==> src/rtl/flash_seq_pkg.sv <==
package flash_seq_pkg;

  typedef enum logic [1:0] {
    OP_READ       = 2'd0,
    OP_PROG       = 2'd1,
    OP_PAGE_ERASE = 2'd2,
    OP_MASS_ERASE = 2'd3
  } flash_op_e;

  typedef enum logic [3:0] {
    ST_IDLE,
    ST_READ,
    ST_P_SETUP,
    ST_P_NVS,
    ST_P_STROBE,
    ST_P_HOLD,
    ST_E_SETUP,
    ST_E_HOLD,
    ST_NV_HOLD,
    ST_RECOVER
  } seq_state_e;

  typedef struct packed {
    logic xe;
    logic ye;
    logic se;
    logic oe;
    logic prog;
    logic erase;
    logic mas1;
    logic nvstr;
  } flash_ctrl_t;

  // Round a duration up to whole cycles, never below one cycle.
  function automatic int ns_to_cycles(longint t_ns, longint clk_mhz);
    longint c;
    c = (t_ns * clk_mhz + 64'd999) / 64'd1000;
    if (c < 1) c = 1;
    return int'(c);
  endfunction

endpackage

==> src/rtl/flash_seq_timer.sv <==
module flash_seq_timer #(
  parameter int CW = 8
) (
  input  logic          clk,
  input  logic          rst_n,
  input  logic          load,
  input  logic [CW-1:0] load_val,
  output logic          expired
);

  logic [CW-1:0] cnt_q, cnt_d;
  logic          cnt_en;

  always_comb begin
    cnt_en = load || (cnt_q != '0);
    cnt_d  = load ? load_val : cnt_q - 1'b1;
  end

  always_ff @(posedge clk or negedge rst_n) begin
    if (!rst_n) begin
      cnt_q <= '0;
    end else if (cnt_en) begin
      cnt_q <= cnt_d;
    end
  end

  assign expired = (cnt_q == '0);

  // an expired counter stays at zero until reloaded.
  a_r7_no_wrap: assert property (@(posedge clk) disable iff (!rst_n)
    (!load && expired) |=> expired);

endmodule

==> src/rtl/flash_seq_decode.sv <==
module flash_seq_decode
  import flash_seq_pkg::*;
(
  input  seq_state_e  state,
  input  logic        mass,
  output flash_ctrl_t ctrl
);

  always_comb begin
    ctrl = '0;
    unique case (state)
      ST_READ: begin
        ctrl.xe = 1'b1; ctrl.ye = 1'b1; ctrl.se = 1'b1; ctrl.oe = 1'b1;
      end
      ST_P_SETUP: begin
        ctrl.xe = 1'b1; ctrl.prog = 1'b1;
      end
      ST_P_NVS, ST_P_HOLD: begin
        ctrl.xe = 1'b1; ctrl.prog = 1'b1; ctrl.nvstr = 1'b1;
      end
      ST_P_STROBE: begin
        ctrl.xe = 1'b1; ctrl.ye = 1'b1; ctrl.prog = 1'b1; ctrl.nvstr = 1'b1;
      end
      ST_E_SETUP: begin
        ctrl.xe = 1'b1; ctrl.erase = 1'b1; ctrl.mas1 = mass;
      end
      ST_E_HOLD: begin
        ctrl.xe = 1'b1; ctrl.erase = 1'b1; ctrl.mas1 = mass; ctrl.nvstr = 1'b1;
      end
      ST_NV_HOLD: begin
        ctrl.xe = 1'b1; ctrl.mas1 = mass; ctrl.nvstr = 1'b1;
      end
      default: ctrl = '0;
    endcase
  end

endmodule

==> src/rtl/flash_seq.sv <==
module flash_seq
  import flash_seq_pkg::*;
#(
  parameter int AW        = 13,
  parameter int DW        = 16,
  parameter int CLK_MHZ   = 80,
  parameter int T_READ_NS = 40,
  parameter int T_NVS_NS  = 5000,
  parameter int T_PGS_NS  = 10000,
  parameter int T_PROG_NS = 20000,
  parameter int T_PGH_NS  = 100,
  parameter int T_NVH_NS  = 5000,
  parameter int T_NVH1_NS = 100000,
  parameter int T_RCV_NS  = 1000,
  parameter int T_ERASE_NS = 20000000,
  parameter int T_ME_NS   = 100000000
) (
  input  logic          clk,
  input  logic          rst_n,
  input  logic          cmd_valid,
  input  logic [1:0]    cmd_op,
  input  logic [AW-1:0] cmd_addr,
  input  logic [DW-1:0] cmd_data,
  input  logic          cmd_ifren,
  output logic          busy,
  output logic          done,
  output logic [DW-1:0] rd_data,
  output logic          fl_xe,
  output logic          fl_ye,
  output logic          fl_se,
  output logic          fl_oe,
  output logic          fl_prog,
  output logic          fl_erase,
  output logic          fl_mas1,
  output logic          fl_nvstr,
  output logic          fl_ifren,
  output logic [AW-1:0] fl_addr,
  output logic [DW-1:0] fl_din,
  input  logic [DW-1:0] fl_dout
);

  localparam longint MHZ = longint'(CLK_MHZ);
  localparam int C_READ  = ns_to_cycles(longint'(T_READ_NS),  MHZ);
  localparam int C_NVS   = ns_to_cycles(longint'(T_NVS_NS),   MHZ);
  localparam int C_PGS   = ns_to_cycles(longint'(T_PGS_NS),   MHZ);
  localparam int C_PROG  = ns_to_cycles(longint'(T_PROG_NS),  MHZ);
  localparam int C_PGH   = ns_to_cycles(longint'(T_PGH_NS),   MHZ);
  localparam int C_NVH   = ns_to_cycles(longint'(T_NVH_NS),   MHZ);
  localparam int C_NVH1  = ns_to_cycles(longint'(T_NVH1_NS),  MHZ);
  localparam int C_RCV   = ns_to_cycles(longint'(T_RCV_NS),   MHZ);
  localparam int C_ERASE = ns_to_cycles(longint'(T_ERASE_NS), MHZ);
  localparam int C_ME    = ns_to_cycles(longint'(T_ME_NS),    MHZ);
  localparam int C_SUM   = C_READ + C_NVS + C_PGS + C_PROG + C_PGH + C_NVH
                         + C_NVH1 + C_RCV + C_ERASE + C_ME;
  localparam int CW      = $clog2(C_SUM + 1);

  // Reset: asserted asynchronously, released on a clock edge.
  logic rst_meta, rst_s;
  always_ff @(posedge clk or negedge rst_n) begin
    if (!rst_n) begin
      rst_meta <= 1'b0;
      rst_s    <= 1'b0;
    end else begin
      rst_meta <= 1'b1;
      rst_s    <= rst_meta;
    end
  end

  seq_state_e    state_q, state_d;
  flash_op_e     op_q;
  logic [AW-1:0] addr_q;
  logic [DW-1:0] data_q, rd_q;
  logic          ifren_q, done_q;
  logic          accept, expired, load, rd_cap, finish, mass;
  logic [CW-1:0] load_val;
  flash_ctrl_t   ctrl;

  assign mass = (op_q == OP_MASS_ERASE);

  // Next-state and interval selection
  always_comb begin
    state_d = state_q;
    accept  = 1'b0;
    unique case (state_q)
      ST_IDLE: if (cmd_valid) begin
        accept = 1'b1;
        unique case (flash_op_e'(cmd_op))
          OP_READ: state_d = ST_READ;
          OP_PROG: state_d = ST_P_SETUP;
          default: state_d = ST_E_SETUP;
        endcase
      end
      ST_READ:     if (expired) state_d = ST_IDLE;
      ST_P_SETUP:  if (expired) state_d = ST_P_NVS;
      ST_P_NVS:    if (expired) state_d = ST_P_STROBE;
      ST_P_STROBE: if (expired) state_d = ST_P_HOLD;
      ST_P_HOLD:   if (expired) state_d = ST_NV_HOLD;
      ST_E_SETUP:  if (expired) state_d = ST_E_HOLD;
      ST_E_HOLD:   if (expired) state_d = ST_NV_HOLD;
      ST_NV_HOLD:  if (expired) state_d = ST_RECOVER;
      ST_RECOVER:  if (expired) state_d = ST_IDLE;
      default:     state_d = ST_IDLE;
    endcase

    load = (state_d != state_q);
    unique case (state_d)
      ST_READ:     load_val = CW'(C_READ - 1);
      ST_P_SETUP,
      ST_E_SETUP:  load_val = CW'(C_NVS - 1);
      ST_P_NVS:    load_val = CW'(C_PGS - 1);
      ST_P_STROBE: load_val = CW'(C_PROG - 1);
      ST_P_HOLD:   load_val = CW'(C_PGH - 1);
      ST_E_HOLD:   load_val = mass ? CW'(C_ME - 1) : CW'(C_ERASE - 1);
      ST_NV_HOLD:  load_val = mass ? CW'(C_NVH1 - 1) : CW'(C_NVH - 1);
      ST_RECOVER:  load_val = CW'(C_RCV - 1);
      default:     load_val = '0;
    endcase

    rd_cap = (state_q == ST_READ) && expired;
    finish = (state_q != ST_IDLE) && (state_d == ST_IDLE);
  end

  // Registers
  always_ff @(posedge clk or negedge rst_s) begin
    if (!rst_s) begin
      state_q <= ST_IDLE;
      op_q    <= OP_READ;
      addr_q  <= '0;
      data_q  <= '0;
      ifren_q <= 1'b0;
      rd_q    <= '0;
      done_q  <= 1'b0;
    end else begin
      state_q <= state_d;
      done_q  <= finish;
      if (accept) begin
        op_q    <= flash_op_e'(cmd_op);
        addr_q  <= cmd_addr;
        data_q  <= cmd_data;
        ifren_q <= cmd_ifren;
      end
      if (rd_cap) begin
        rd_q <= fl_dout;
      end
    end
  end

  flash_seq_timer #(.CW(CW)) u_timer (
    .clk      (clk),
    .rst_n    (rst_s),
    .load     (load),
    .load_val (load_val),
    .expired  (expired)
  );

  flash_seq_decode u_decode (
    .state (state_q),
    .mass  (mass),
    .ctrl  (ctrl)
  );

  assign busy     = (state_q != ST_IDLE);
  assign done     = done_q;
  assign rd_data  = rd_q;
  assign fl_xe    = ctrl.xe;
  assign fl_ye    = ctrl.ye;
  assign fl_se    = ctrl.se;
  assign fl_oe    = ctrl.oe;
  assign fl_prog  = ctrl.prog;
  assign fl_erase = ctrl.erase;
  assign fl_mas1  = ctrl.mas1;
  assign fl_nvstr = ctrl.nvstr;
  assign fl_ifren = ifren_q;
  assign fl_addr  = addr_q;
  assign fl_din   = data_q;

  // the store strobe only rises after a program or erase strobe was up.
  a_r2_nvstr_after_mode: assert property (@(posedge clk) disable iff (!rst_s)
    $rose(fl_nvstr) |-> $past(fl_prog || fl_erase));

  // the column strobe of a program only appears under the store strobe.
  a_r3_strobe_under_nvstr: assert property (@(posedge clk) disable iff (!rst_s)
    (fl_ye && fl_prog) |-> (fl_nvstr && !fl_erase && !fl_se));

  // whole-block strobe only alongside erase or store.
  a_r5_mas1_context: assert property (@(posedge clk) disable iff (!rst_s)
    fl_mas1 |-> (fl_erase || fl_nvstr));

  // sensing, programming and erasing never overlap.
  a_r1_one_mode: assert property (@(posedge clk) disable iff (!rst_s)
    $onehot0({fl_se, fl_prog, fl_erase}));

  // done lasts one cycle and arrives with busy low.
  a_r8_done_pulse: assert property (@(posedge clk) disable iff (!rst_s)
    done |=> !done);
  a_r8_done_idle: assert property (@(posedge clk) disable iff (!rst_s)
    done |-> !busy);

  // a request while busy leaves the latched command alone.
  a_r9_ignore_busy: assert property (@(posedge clk) disable iff (!rst_s)
    (busy && cmd_valid) |=> ($stable(op_q) && $stable(addr_q)));

  // array address, data and select stay put during an operation.
  a_r12_pins_stable: assert property (@(posedge clk) disable iff (!rst_s)
    (busy && $past(busy)) |-> ($stable(fl_addr) && $stable(fl_din) && $stable(fl_ifren)));

endmodule

==> config.mk <==
export PLATFORM = sky130hd
export DESIGN_NAME = flash_seq
export DESIGN_NICKNAME = d
export VERILOG_FILES = /design/src/rtl/flash_seq_pkg.sv /design/src/rtl/flash_seq_timer.sv /design/src/rtl/flash_seq_decode.sv /design/src/rtl/flash_seq.sv
export SDC_FILE = /design/constraint.sdc
export NUM_CORES = 1
export LEC_CHECK = 0
export BUFFER_PORTS_ARGS = -buffer_cell sky130_fd_sc_hd__buf_2
export CORE_UTILIZATION = 57
export CTS_CLUSTER_SIZE = 28
export DETAILED_ROUTE_END_ITERATION = 7
export HOLD_SLACK_MARGIN = 0.1
export PLACE_DENSITY = 0.93
export SLEW_MARGIN = 20
export SYNTH_ARGS = -nofsm -noshare
export SYNTH_HDL_FRONTEND = slang
export SYNTH_HIERARCHICAL = 1
export SYNTH_SLANG_ARGS = --single-unit
==> constraint.sdc <==
create_clock -name clk -period 3.8 [get_ports clk]
set_input_delay 0.38 -clock clk [delete_from_list [all_inputs] [get_ports clk]]
set_output_delay 0.38 -clock clk [all_outputs]
set_load 0.005 [all_outputs]
==> impl_metrics.env <==
export IMPL_cellPowerDensity_nw_per_um2=317
export IMPL_initial_antenna_violation_count=0
export IMPL_syn_to_final_growth_pct=18.7
export IMPL_power_total_mw=1.54
export IMPL_worst_path_cell_chain="or4_4 > nor4_1 > nand3_1 > inv_2 > buf_4 > a21bo_2 > a21oi_1 > a211oi_2 > o32ai_1 > a211o_1"
export IMPL_maxCapViolCount=0
export IMPL_synthArstFlopShare=1.00
export IMPL_grt_start_max_net_pins=41
export IMPL_dominant_combinational_cell_family_by_area_after_synthesis="simple AND/OR/NAND/NOR gates"
export IMPL_setup_ws_ps=355
export IMPL_chip_height_um=86.7
export IMPL_synth_compound_gate_area_share=0.109
export IMPL_mostFrequentLayoutCells="buf_2 (106), dfrtp_1 (78), mux2_2 (41)"
export IMPL_synth_xor_xnor_area_share=0.0214
export IMPL_detail_route_iter0_violations=230
export IMPL_timing_worst_slew_pin_value_ps=830
export IMPL_synthCells=371
export IMPL_place_worst_setup_slack_ps=427
export IMPL_synth_enable_flop_cells=0
export IMPL_final_estimated_routing_congestion_in_global_placement=0.903
export IMPL_cp_slowest_cell="or4_4"
export IMPL_fp_dieArea_um2=7510
export IMPL_drc=0
export IMPL_cp_arrival_ps=3680
export IMPL_max_freq_ghz=0.290
export IMPL_grt_first_pass_wirelength_um=14800
export IMPL_final_layout_size_suffix_gt1_frac=0.407
export IMPL_cts_root_buf="clkbuf_8"
export IMPL_worstPathRequired_ps=4040
export IMPL_leakage_nw=2.55
export IMPL_postRouteWirelength_um=9200
export IMPL_cts_made_buffers=9
export IMPL_cts_tree="built"
export IMPL_fp_dieW_um=86.7
export IMPL_postRouteAntennaNets=0
export IMPL_setup_repair_after_global_routing_missed_its_margin="false"
export IMPL_critical_path_max_stage_delay_ps=580
export IMPL_worstSetupEndpointType="flop"
export IMPL_synth_sequential_area_ratio=0.484
export IMPL_finalClockSkew_ps=12.7
export IMPL_synth_seq_cells=79
export IMPL_finish_net_count=527
export IMPL_worst_skew_pair_late_latency_ps=360
export IMPL_path_class="flop to flop"
export IMPL_startpoint_type_of_the_worst_setup_path="flop"
export IMPL_hold_viol_final=0
export IMPL_tns_ps=0
export IMPL_syn_mean_instance_area_um2=11.0
export IMPL_initial_utilization=0.595
export IMPL_cp_max_fanout=35
export IMPL_post_synth_and_or_nand_nor_area_fraction=0.183
export IMPL_synth_cell_type_count=62
export IMPL_mappedNetlistArea_um2=4090
export IMPL_clock_tree_htree_level_count=3
export IMPL_grt_remaining_overflow=0
export IMPL_synth_adder_area_share=0.00613
export IMPL_worst_slew_margin_rel=0.447
export IMPL_mux_contribution_to_synthesized_area=0.146
export IMPL_vdd_ir_drop_max_v=0.000234
export IMPL_slew_violations=0
export IMPL_detail_route_first_pass_iterations=4
export IMPL_design_core_area_um2=6870
export IMPL_diode_insertion_count_for_antenna_repair=0
export IMPL_placementRows=30
export IMPL_avgViaCountPerCell=5.78
export IMPL_synthesis_yosys_warnings=6
export IMPL_post_route_min_period_ps=3440
export IMPL_period_share=0.907
export IMPL_setup_viol_count_final=0
export IMPL_dominantRegCellSynth="dfrtp_1"
export IMPL_ios=107
export IMPL_wire_per_inst_um=16.0
export IMPL_mostFrequentLayoutCell="buf_2"
export IMPL_outcome="completed"
export IMPL_place_port_buffers=106
export IMPL_total_global_route_track_usage=0.255
export IMPL_cts_sinks=79
export IMPL_first_global_vias=3110
export IMPL_detailedPlacementHpwl_um=6440
export IMPL_cts_clk_slew_worst_paths_ps=90
export IMPL_routed_via_count=3323
export IMPL_hp_class="primary input to flop"
export IMPL_cts_path_max_buffers=2
-- cell type report --
type	count	area, um2
Timing Repair Buffer	111	571
Sequential cell	79	1980
Clock inverter	6	67.6
Clock buffer	10	138
Inverter	12	45.0
Multi-Input combinational cell	261	1930
Tap cell	96	120
Fill cell	489	2020
-- registers in the layout (all words and copies together), names as in the netlist --
| name | count |
|---|---|
| fl_din | 16 |
| rst_s | 1 |
| done | 1 |
| fl_addr | 13 |
| fl_ifren | 1 |
| u_timer/cnt_q | 24 |
| op_q | 2 |
| rd_data | 16 |
| rst_meta | 1 |
| state_q | 4 |
-- worst max-delay path, delay by kind of cell, from the launching register on --
family | cells | cell delay, ps
AO/OA/AOI/OAI | 5 | 1070
buffers and inverters | 2 | 500
AND/OR/NAND/NOR | 3 | 1340
flip-flops | 1 | 410
-- worst paths after layout --
kind                                   from               end  slack (ps)  cells past startpoint
min in group asynchronous             rst_n             rst_s         340                      2
max                        u_timer/cnt_q[8]  u_timer/cnt_q[9]         360                     10
min reg2reg                           rst_s        fl_addr[9]         360                      0
max in group asynchronous             rst_s  u_timer/cnt_q[1]        2410                      1
max reg2reg                u_timer/cnt_q[8]  u_timer/cnt_q[9]         360                     10
min                             fl_dout[13]       rd_data[13]         240                      2
-- synth_stat cells (4+ instances only) --
| cell | count | area share |
|---|---|---|
| dfrtp_1 | 79 | 0.48 |
| mux2_2 | 41 | 0.11 |
| nand2_1 | 24 | 0.022 |
| nor2_1 | 23 | 0.021 |
| nand3_1 | 14 | 0.017 |
| or4_1 | 13 | 0.024 |
| o21ai_0 | 12 | 0.015 |
| nor3_1 | 11 | 0.013 |
| a21oi_1 | 9 | 0.011 |
| inv_1 | 8 | 0.0074 |
| or3_1 | 8 | 0.012 |
| mux2_4 | 7 | 0.026 |
| nand2b_1 | 7 | 0.011 |
| o211ai_1 | 7 | 0.013 |
| xnor2_1 | 7 | 0.015 |
| a22o_1 | 6 | 0.013 |
| a31oi_1 | 6 | 0.0092 |
| buf_2 | 6 | 0.0074 |
| buf_6 | 6 | 0.017 |
| clkbuf_1 | 6 | 0.0055 |
| buf_4 | 4 | 0.0074 |
| inv_2 | 4 | 0.0037 |
| nor4_1 | 4 | 0.0061 |
-- power breakdown --
group	switching, mW	internal, mW
registers	0.0102	0.843
clock network	0.316	0.323
logic	0.0219	0.0241
total	0.348	1.19
-- cells by family (layout without fill, tap and decap cells) --
group,count (synthesis),count (layout)
fa+ha+maj,2,2
flops,79,79
buf+inv,34,139
other cells,2,5
xor+xnor,10,10
simple gates,130,130
compound gates,63,63
mux,51,51
-- metal layers --
layer,global-route usage,up-vias,wire (um)
li1,-,1555,-
met1,0.323,1619,3750
met2,0.429,133,4740
met3,0.0552,16,568
met4,0.102,0,148
met5,0,-,0
-- stage by stage --
| step | utilization | cell area [um2] | instances | hold slack [ps] |
|---|---|---|---|---|
| 3_3_place_gp | 0.674 | 4630 | 558 | 167 |
| 4_1_cts | 0.706 | 4850 | 575 | 233 |
| 6_report | 0.706 | 4850 | 575 | 243 |
| 5_1_grt | 0.706 | 4850 | 575 | 235 |
| 3_5_place_dp | 0.674 | 4630 | 558 | 172 |
| 2_1_floorplan | - | 4100 | 374 | 84.4 |
-- repair_timing --
action                    in CTS  in global routing
hold buffers                   1                  0
gates resized for setup        0                  0
setup buffers                  0                  0
hold endpoints to repair       2                  0
Note: power is estimated with default switching activity, not from simulation.
